==> config.mk <==
export PLATFORM = sky130hd
export DESIGN_NAME = cmd_frame_enc
export DESIGN_NICKNAME = d
export VERILOG_FILES = /design/src/rtl/cmdf_pkg.sv /design/src/rtl/cmdf_layout.sv /design/src/rtl/cmdf_crc7.sv /design/src/rtl/cmd_frame_enc.sv
export SDC_FILE = /design/constraint.sdc
export NUM_CORES = 1
export LEC_CHECK = 0
export BUFFER_PORTS_ARGS = -buffer_cell sky130_fd_sc_hd__buf_4
export CAP_MARGIN = 10
export CELL_PAD_IN_SITES_DETAIL_PLACEMENT = 0
export CELL_PAD_IN_SITES_GLOBAL_PLACEMENT = 2
export CORE_ASPECT_RATIO = 2
export CORE_MARGIN = 2
export CORE_UTILIZATION = 37
export DETAILED_ROUTE_END_ITERATION = 6
export MAX_ROUTING_LAYER = met4
export PLACE_DENSITY_LB_ADDON = 0.3
export SLEW_MARGIN = 20
export SYNTH_ARGS = -nofsm -noshare
export SYNTH_HDL_FRONTEND = slang
export SYNTH_HIERARCHICAL = 1
export SYNTH_SLANG_ARGS = --single-unit
==> constraint.sdc <==
create_clock -name clk -period 5.93 [get_ports clk]
set_input_delay 0.8895 -clock clk [delete_from_list [all_inputs] [get_ports clk]]
set_output_delay 0.8895 -clock clk [all_outputs]
set_load 0.005 [all_outputs]
==> src/rtl/cmdf_pkg.sv <==
package cmdf_pkg;
   localparam int HDR_MAX = 8;
   localparam int LEN_W   = 4;

   typedef enum logic [7:0] {
      OP_DMA_WR   = 8'hC1,
      OP_DMA_RD   = 8'hC2,
      OP_INT_WR   = 8'hC3,
      OP_INT_RD   = 8'hC4,
      OP_STOP     = 8'hC5,
      OP_AGAIN    = 8'hC6,
      OP_XDMA_WR  = 8'hC7,
      OP_XDMA_RD  = 8'hC8,
      OP_WORD_WR  = 8'hC9,
      OP_WORD_RD  = 8'hCA,
      OP_SOFT_RST = 8'hCF
   } cmd_op_e;

   typedef logic [HDR_MAX-1:0][7:0] hdr_t;
endpackage

==> src/rtl/cmdf_layout.sv <==
module cmdf_layout
   import cmdf_pkg::*;
#(
   parameter int ADDR_W = 24,
   parameter int DATA_W = 32,
   parameter int SIZE_W = 24
) (
   input  logic [7:0]        op,
   input  logic [ADDR_W-1:0] addr,
   input  logic [DATA_W-1:0] wdata,
   input  logic [SIZE_W-1:0] xsize,
   input  logic              clockless,
   output hdr_t              hdr,
   output logic [LEN_W-1:0]  hdr_len,
   output logic              known
);
   logic [7:0] int_hi;

   // internal accesses carry only the low 16 address bits; clockless sets bit 7
   assign int_hi = {addr[15] | clockless, addr[14:8]};

   always_comb begin
      hdr     = '0;
      hdr[0]  = op;
      known   = 1'b1;
      hdr_len = LEN_W'(4);
      case (op)
         OP_DMA_WR, OP_DMA_RD: begin
            hdr[1]  = addr[23:16];
            hdr[2]  = addr[15:8];
            hdr[3]  = addr[7:0];
            hdr[4]  = xsize[15:8];
            hdr[5]  = xsize[7:0];
            hdr_len = LEN_W'(6);
         end
         OP_XDMA_WR, OP_XDMA_RD: begin
            hdr[1]  = addr[23:16];
            hdr[2]  = addr[15:8];
            hdr[3]  = addr[7:0];
            hdr[4]  = xsize[23:16];
            hdr[5]  = xsize[15:8];
            hdr[6]  = xsize[7:0];
            hdr_len = LEN_W'(7);
         end
         OP_INT_WR: begin
            hdr[1]  = int_hi;
            hdr[2]  = addr[7:0];
            hdr[3]  = wdata[31:24];
            hdr[4]  = wdata[23:16];
            hdr[5]  = wdata[15:8];
            hdr[6]  = wdata[7:0];
            hdr_len = LEN_W'(7);
         end
         OP_INT_RD: begin
            hdr[1]  = int_hi;
            hdr[2]  = addr[7:0];
            hdr[3]  = 8'h00;
         end
         OP_WORD_WR: begin
            hdr[1]  = addr[23:16];
            hdr[2]  = addr[15:8];
            hdr[3]  = addr[7:0];
            hdr[4]  = wdata[31:24];
            hdr[5]  = wdata[23:16];
            hdr[6]  = wdata[15:8];
            hdr[7]  = wdata[7:0];
            hdr_len = LEN_W'(8);
         end
         OP_WORD_RD: begin
            hdr[1]  = addr[23:16];
            hdr[2]  = addr[15:8];
            hdr[3]  = addr[7:0];
         end
         OP_STOP, OP_AGAIN: begin
            hdr[1]  = 8'h00;
            hdr[2]  = 8'h00;
            hdr[3]  = 8'h00;
         end
         OP_SOFT_RST: begin
            hdr[1]  = 8'hFF;
            hdr[2]  = 8'hFF;
            hdr[3]  = 8'hFF;
         end
         default: begin
            known   = 1'b0;
            hdr_len = '0;
         end
      endcase
   end

   // every known opcode has a header of 4 to 8 bytes before the trailer
   always_comb begin
      if (known) begin
         hdr_len_range_chk: assert (hdr_len >= LEN_W'(4) && hdr_len <= LEN_W'(HDR_MAX));
      end
   end
endmodule

==> src/rtl/cmdf_crc7.sv <==
module cmdf_crc7 #(
   parameter int               CRC_W = 7,
   parameter logic [CRC_W-1:0] POLY  = 7'h09
) (
   input  logic [CRC_W-1:0] crc_in,
   input  logic [7:0]       din,
   output logic [CRC_W-1:0] crc_out
);
   // one byte folded into the remainder, MSB first
   always_comb begin
      logic [CRC_W-1:0] r;
      logic             fb;
      r = crc_in;
      for (int b = 7; b >= 0; b--) begin
         fb = r[CRC_W-1] ^ din[b];
         r  = {r[CRC_W-2:0], 1'b0} ^ (fb ? POLY : '0);
      end
      crc_out = r;
   end
endmodule

==> src/rtl/cmd_frame_enc.sv <==
module cmd_frame_enc
   import cmdf_pkg::*;
#(
   parameter int         ADDR_W   = 24,
   parameter int         DATA_W   = 32,
   parameter int         SIZE_W   = 24,
   parameter int         CRC_W    = 7,
   parameter logic [6:0] CRC_POLY = 7'h09,
   parameter logic [6:0] CRC_SEED = 7'h7F
) (
   input  logic              clk,
   input  logic              rst_n,
   input  logic              start,
   input  logic [7:0]        opcode,
   input  logic [ADDR_W-1:0] addr,
   input  logic [DATA_W-1:0] wdata,
   input  logic [SIZE_W-1:0] xfer_size,
   input  logic              clockless,
   input  logic              crc_en,
   input  logic              out_ready,
   output logic              out_valid,
   output logic [7:0]        out_byte,
   output logic              out_last,
   output logic              busy,
   output logic [LEN_W-1:0]  frame_len,
   output logic              bad_op
);
   localparam int IDX_W = $clog2(HDR_MAX + 1);

   if (ADDR_W != 24 || SIZE_W != 24 || DATA_W != 32) begin : g_bad_width
      $error("cmd_frame_enc: field widths are fixed by the frame layout");
   end
   if (CRC_W != 7) begin : g_bad_crc
      $error("cmd_frame_enc: trailer holds a 7-bit CRC");
   end
   if (LEN_W < $clog2(HDR_MAX + 2)) begin : g_bad_len
      $error("cmd_frame_enc: length field too narrow");
   end

   hdr_t             hdr_new, hdr_q;
   logic [LEN_W-1:0] hlen_new, hlen_q, flen_q, last_idx;
   logic             op_known;
   logic [IDX_W-1:0] idx_q;
   logic [CRC_W-1:0] crc_q, crc_nxt;
   logic             busy_q, bad_q;
   logic [7:0]       hdr_byte;
   logic             take, at_trailer, accept;

   cmdf_layout #(
      .ADDR_W(ADDR_W), .DATA_W(DATA_W), .SIZE_W(SIZE_W)
   ) u_layout (
      .op(opcode), .addr(addr), .wdata(wdata), .xsize(xfer_size),
      .clockless(clockless), .hdr(hdr_new), .hdr_len(hlen_new), .known(op_known)
   );

   assign hdr_byte = hdr_q[idx_q[$clog2(HDR_MAX)-1:0]];

   cmdf_crc7 #(.CRC_W(CRC_W), .POLY(CRC_POLY)) u_crc (
      .crc_in(crc_q), .din(hdr_byte), .crc_out(crc_nxt)
   );

   assign accept     = start && !busy_q;
   assign take       = busy_q && out_ready;
   assign at_trailer = (LEN_W'(idx_q) == hlen_q);
   assign last_idx   = flen_q - LEN_W'(1);

   always_ff @(posedge clk or negedge rst_n) begin
      if (!rst_n) begin
         busy_q <= 1'b0;
         bad_q  <= 1'b0;
         idx_q  <= '0;
         hdr_q  <= '0;
         hlen_q <= '0;
         flen_q <= '0;
         crc_q  <= CRC_SEED;
      end else if (accept) begin
         idx_q <= '0;
         crc_q <= CRC_SEED;
         hdr_q <= hdr_new;
         if (op_known) begin
            busy_q <= 1'b1;
            bad_q  <= 1'b0;
            hlen_q <= hlen_new;
            flen_q <= hlen_new + LEN_W'(crc_en);
         end else begin
            bad_q  <= 1'b1;
            hlen_q <= '0;
            flen_q <= '0;
         end
      end else if (take) begin
         if (!at_trailer) crc_q <= crc_nxt;
         if (LEN_W'(idx_q) == last_idx) busy_q <= 1'b0;
         else                           idx_q  <= idx_q + IDX_W'(1);
      end
   end

   assign busy      = busy_q;
   assign out_valid = busy_q;
   assign out_byte  = at_trailer ? {crc_q, 1'b0} : hdr_byte;
   assign out_last  = busy_q && (LEN_W'(idx_q) == last_idx);
   assign frame_len = flen_q;
   assign bad_op    = bad_q;


   hold_on_stall_chk: assert property (@(posedge clk) disable iff (!rst_n)
      out_valid && !out_ready |=> out_valid && $stable(out_byte));

   opcode_first_chk: assert property (@(posedge clk) disable iff (!rst_n)
      start && !busy && op_known |=> out_valid && out_byte == $past(opcode));

   trailer_lsb_chk: assert property (@(posedge clk) disable iff (!rst_n)
      out_valid && at_trailer |-> out_last && out_byte[0] == 1'b0);

   bad_idle_chk: assert property (@(posedge clk) disable iff (!rst_n)
      bad_op |-> !out_valid && frame_len == '0);

   start_ignored_chk: assert property (@(posedge clk) disable iff (!rst_n)
      busy && start |=> $stable(frame_len));

   busy_drop_chk: assert property (@(posedge clk) disable iff (!rst_n)
      out_last && out_ready |=> !busy);

   len_range_chk: assert property (@(posedge clk) disable iff (!rst_n)
      busy |-> frame_len >= LEN_W'(4) && frame_len <= LEN_W'(9));
endmodule

**Word-level counts from Yosys, hierarchy flattened**

Index checks and enable logic that the tools add are counted.
W data, S select, Z words.

- Register bits after elaboration: 85
- Output and inout bits: 16
- Word-level logic and storage cells: 96

- Add/sub/neg operators: 3
- Magnitude comparators: 1
- Eq/ne operators: 16
- Mux-type cells: 30
- Bitwise logic cells: 17
- Reductions and logical operators: 15

Operators by type and width:

| operator | count |
|---|---|
| $pmux W24 S4 | 1 |
| $eq A8 B8 Y1 const B | 11 |
| $pmux W16 S4 | 1 |
| $xor A7 B7 Y7 | 8 |
| $mux W4 | 13 |
| $bmux W8 S3 | 1 |
| $mux W8 | 3 |
| $pmux W8 S3 | 1 |
| $mux W7 | 3 |
| $pmux W4 S4 | 1 |
| $reduce_or A11 Y1 | 1 |
| $eq A4 B4 Y1 | 2 |
| $xor A1 B1 Y1 | 8 |
| $mux W1 | 6 |
| $reduce_or A6 Y1 | 1 |
| $reduce_or A5 Y1 | 1 |
| $add A4 B1 Y4 | 1 |
| $add A4 B1 Y4 const B | 1 |
| $lt A3 B4 Y1 const B | 1 |
| $ne A2 B2 Y1 const B | 2 |
| $reduce_and A2 Y1 | 2 |
| $reduce_bool A2 Y1 | 2 |
| $reduce_or A2 Y1 | 2 |
| $sub A4 B1 Y4 const B | 1 |
| 6 further kinds | 8 |

**Longest topological paths before layout**

- Word-level depth: 29
- Mapped depth: 11
- Mapped depth without buffers: 8

**Hierarchy**

Netlist, hierarchy kept.

Modules (own cells, without submodules):

| module | instances | cells each | area an instance (um^2) | seq. area each (um^2) |
|---|---|---|---|---|
| cmd_frame_enc | 1 | 450 | 4151.5 | 2135.8 |
| cmdf_layout | 1 | 181 | 1420.1 | 0.0 |
| cmdf_crc7 | 1 | 15 | 224.0 | 0.0 |

**Worst setup path after synthesis**

OpenSTA, ideal clock, no wires.

- Path type: input-to-reg
- Start: in opcode[2]
- End: reg flen_q[1], in the netlist frame_len[1]
- Arrival time: 2.452 ns
- Required time: 5.797 ns
- Slack: 3.345 ns
- Stages: 11
- Path buffers: 3
- Cell sequence: buf_4 nand3_2 o2bb2ai_4 and2_1 buf_6 buf_6 or2_1 ha_1 ha_1 nand3_1 o21ai_0

- Longest elaborated chain between the ends: 5

RTL lines:

| item | RTL line | text |
|---|---|---|
| start, declared | cmd_frame_enc.sv:14 | `input logic [7:0] opcode,` |
| $eq A8 B8 Y1 | cmdf_layout.sv:27 | `case (op)` |
| $reduce_or A5 Y1 (no source line), or another cell as far along | -- |  |
| $pmux W4 S4 (*) | cmdf_layout.sv:27 |  |
| named net hlen_new[0] | cmd_frame_enc.sv:41 | `logic [LEN_W-1:0] hlen_new, hlen_q, flen_q, last_idx;` |
| $add A4 B1 Y4 (*) | cmd_frame_enc.sv:84 | `flen_q <= hlen_new + LEN_W'(crc_en);` |
| $mux W4 (*) | cmd_frame_enc.sv:80 | `if (op_known) begin` |
| end signal, assigned | cmd_frame_enc.sv:84 |  |
| end, declared | cmd_frame_enc.sv:41 |  |

Mark *: on every way through the listed nets, which the timed path passes. The rest lies on a longest branch.
A chain may end at the register's enable or synchronous reset.

**Final worst setup path**

- Start: reg idx_q[0]
- End: out out_byte[6]

- Longest elaborated chain between the ends: 3

RTL lines:

| item | RTL line | text |
|---|---|---|
| start, declared | cmd_frame_enc.sv:43 | `logic [IDX_W-1:0] idx_q;` |
| start signal, assigned | cmd_frame_enc.sv:93 | `else idx_q <= idx_q + IDX_W'(1);` |
| $bmux W8 S3 | cmd_frame_enc.sv:56 | `assign hdr_byte = hdr_q[idx_q[$clog2(HDR_MAX)-1:0]];` |
| $mux W8 (not written as such) | cmd_frame_enc.sv:56 |  |
| $mux W8 (*) | cmd_frame_enc.sv:99 | `assign out_byte = at_trailer ? {crc_q, 1'b0} : hdr_byte;` |
| end, declared | cmd_frame_enc.sv:22 | `output logic [7:0] out_byte,` |

Every way passes the cells marked *; elsewhere a longest branch is shown, timed or not. The select of a mux whose other input is x is not followed.

==> flow_summary.ini <==
[worst_setup_path]
crit_arrival_ns = 2.71
cp_cell_sequence = buf_4 > xnor2_1 > nand4_1 > a31oi_1 > buf_4
crit_top_cell = buf_4
r2r-start = idx_q[0]
cpPeakStageDelay_ns = 0.63
startpoint_type = flip-flop
ff2ff_path_depth = 8
end_kind = primary output
critPathKind = flip-flop to primary output
required_ns = 5.04
cp_max_fo = 15
crit_slowest_cell = dfrtp_1
reg2reg_to = crc_q[6]
ff2ff_setup_slack_ns = 3.04

[floorplan]
die-area_um2 = 16700
ios = 110
die_h_um = 181
die-width_um = 92.5
core_area_um2 = 15300
initial_core_util_pct = 37.9
rows = 64

[hold_path]
hold-path-cell-count = 2
min_from = hdr_q[26]
hold_end = hdr_q[26]
hp-class = flip-flop to flip-flop

[yosys]
ys_warn_count = 6
synth-seq-cells = 85
synth-seq-area-share_pct = 36.9
synthCells = 646
synth_cell_types = 56
synthArstFlopShare_pct = 100
yosys_most_used_dff = dfrtp_1
synth_nets = 744
syn_area_um2 = 5800
syn_avg_cell_area_um2 = 8.97
synth_edf_count = 0

[clocking]
clk_pin_slew_ns = 0.06
cts_buffer_depth = 2
cts_sinks = 85
cts_setup_buffers = 0
cts_hold_buf = 0
cts_buffers = 9
cts_resized = 0
root_buffer = clkbuf_16
ctsHtreeMaxLevel = 3
clk_latency_ns = 0.34
cts_tree = done

[sta]
maxSlewHeadroom_pct = 26.4
fin_crit_sh_pct = 60.6
drv_slew = 0
skew_ns = 0.00757
rsz0062_at_grt = no
tightest_slew_ns = 1.10
finalSetupTns_ns = 0
setup_viol = 0
fmax_mhz = 278
hold_violations = 0
min_period_ns = 3.59
holdWs_ns = 0.467

[grt]
grtUsageTotal_pct = 22.0
antenna_found_initial = 0
grt_first_pass_wirelength_mm = 27.9
overflow = 0
grt_start_max_net_pins = 86
grt_pass1_vias = 5141

[placement]
gp_congestion = 0.807
hpwl_mm = 13.1
io_buffers = 109

[route]
vias = 4999
ant_nets = 0
dr.pass1.iters = 6
drt_iter0_markers = 310
via_per_inst = 5.42
drt_wl_total_mm = 17.4
remaining_drc_errors = 0
routedWlPerCell_um = 18.9

[outcome]
status = completed

[power]
powerDensity_nw_per_um2 = 303
total_leakage_power_nw = 3.36
ir_worst_vdd_mv = 0.117

[flow_run]
drv_cap = 0

[layout]
drive_gt1_share_pct = 25.8
syn_to_final_growth_pct = 18.7
antenna_cells = 0
layout.nets = 818
nFillCells = 1537
## power by group
group	internal [mW]	total (mW)	switching, mW
clock network	0.281	0.507	0.226
registers	0.646	0.713	0.0670
logic	0.427	0.863	0.435
## critical path, delay by kind of cell (launching register included)
| family | cells | cell delay [ns] |
|---|---|---|
| AO/OA/AOI/OAI | 1 | 0.37 |
| flip-flops | 1 | 0.63 |
| XOR/XNOR | 1 | 0.23 |
| buffers and inverters | 2 | 0.56 |
| AND/OR/NAND/NOR | 1 | 0.57 |
## how the worst max path moves through the flow
| stage | slack, ns | startpoint | endpoint | cells after the start |
|---|---|---|---|---|
| global placement | 2.26 | opcode[0] | frame_len[3] | 6 |
| floorplan | 3.34 | opcode[2] | frame_len[1] | 11 |
| finish | 2.34 | idx_q[0] | out_byte[6] | 5 |
| global route | 1.96 | idx_q[0] | out_byte[1] | 6 |
| detailed placement | 2.15 | opcode[0] | frame_len[3] | 6 |
| CTS | 2.28 | idx_q[0] | out_byte[5] | 6 |
## metal layers
metal	global-route usage [%]	routed length, um	vias up
li1	-	-	2392
met5	-	0	-
met4	6.69	352	0
met1	26.4	7010	2461
met2	38.5	9520	127
met3	2.59	533	19
## synth_stat cells, types with 4 or more instances
master	n	area, um^2
mux2_1	9	101
ha_1	4	50.1
buf_6	6	67.6
dfrtp_1	78	1950
dfstp_2	7	184
a22oi_1	15	113
buf_4	16	120
a221o_1	40	400
clkbuf_1	20	75.1
mux2i_1	7	70.1
nor3_1	6	30.0
a21oi_1	4	20.0
and2_1	11	68.8
mux4_2	16	360
nor2_1	26	97.6
a31oi_1	9	56.3
o21ai_0	6	30.0
mux2_2	7	78.8
a32oi_1	9	78.8
xnor2_1	9	78.8
xnor3_1	5	113
xnor2_2	6	97.6
xor2_1	6	52.6
buf_2	10	50.1
nand2_1	257	965
nand3_1	12	60.1
## layout make-up
type | instances | area [um^2] | share of cell area (%)
well taps | 198 | 248 | 3.60
inverters | 4 | 15.0 | 0.218
clock buffers | 11 | 233 | 3.38
flip-flops and latches | 85 | 2140 | 31.1
multi-input cells | 502 | 3330 | 48.5
repair buffers | 118 | 886 | 12.9
clock inverters | 5 | 27.5 | 0.400
## cell usage in the layout, fill, tap and decap left out, types with 3 or more instances in the layout
| cell | Yosys | final |
|---|---|---|
| inv_1 | 3 | 3 |
| mux4_2 | 16 | 16 |
| xnor2_2 | 6 | 6 |
| clkbuf_16 | 0 | 9 |
| clkinv_2 | 0 | 4 |
| nor3_1 | 6 | 6 |
| ha_1 | 4 | 4 |
| xor2_1 | 6 | 6 |
| a32oi_1 | 9 | 9 |
| a22oi_1 | 15 | 15 |
| nand2_1 | 257 | 257 |
| a21oi_1 | 4 | 4 |
| dfstp_2 | 7 | 7 |
| nand3_1 | 12 | 12 |
| o211ai_1 | 3 | 3 |
| mux2_1 | 9 | 9 |
| xnor3_1 | 5 | 5 |
| and2_1 | 11 | 11 |
| buf_4 | 16 | 118 |
| nand4_1 | 3 | 3 |
| nor2_1 | 26 | 26 |
| nor3_2 | 3 | 3 |
| a31oi_1 | 9 | 9 |
| dfrtp_1 | 78 | 78 |
| a221o_1 | 40 | 40 |
| mux2i_1 | 7 | 7 |
| xnor2_1 | 9 | 9 |
| o21ai_0 | 6 | 6 |
| mux2_2 | 7 | 7 |
## registers in the layout, indices dropped and copies added, names as in the netlist
register	flops
idx_q	4
bad_op	1
frame_len	4
crc_q	7
busy	1
hlen_q	4
hdr_q	64
## logic make-up (layout without fill, tap and decap cells)
| kind of cell | Yosys count | count (layout) | share of synthesized area (%) |
|---|---|---|---|
| muxes | 39 | 39 | 10.5 |
| AOI/OAI and AO/OA | 94 | 94 | 14.4 |
| and+or+nand+nor | 337 | 337 | 25.0 |
| xor gates and xnor gates | 28 | 28 | 6.46 |
| adders and majority gates | 4 | 4 | 0.864 |
| DFF | 85 | 85 | 36.9 |
| buffers and inverters | 59 | 138 | 5.85 |
## metrics by stage
step / power [mW] / cells / util [%] / area, um^2 / setup WS [ns]
final: 2.08 / 923 / 45.0 / 6880 / 2.34
after global routing: 2.21 / 923 / 45.0 / 6880 / 1.96
after CTS: 2.11 / 923 / 45.0 / 6880 / 2.28
after detailed placement: 1.60 / 907 / 43.3 / 6620 / 2.15
after global placement: 1.58 / 907 / 43.3 / 6620 / 2.26
after floorplan: 1.32 / 646 / - / 5800 / 3.34
Note: power is estimated with default switching activity, not from simulation.
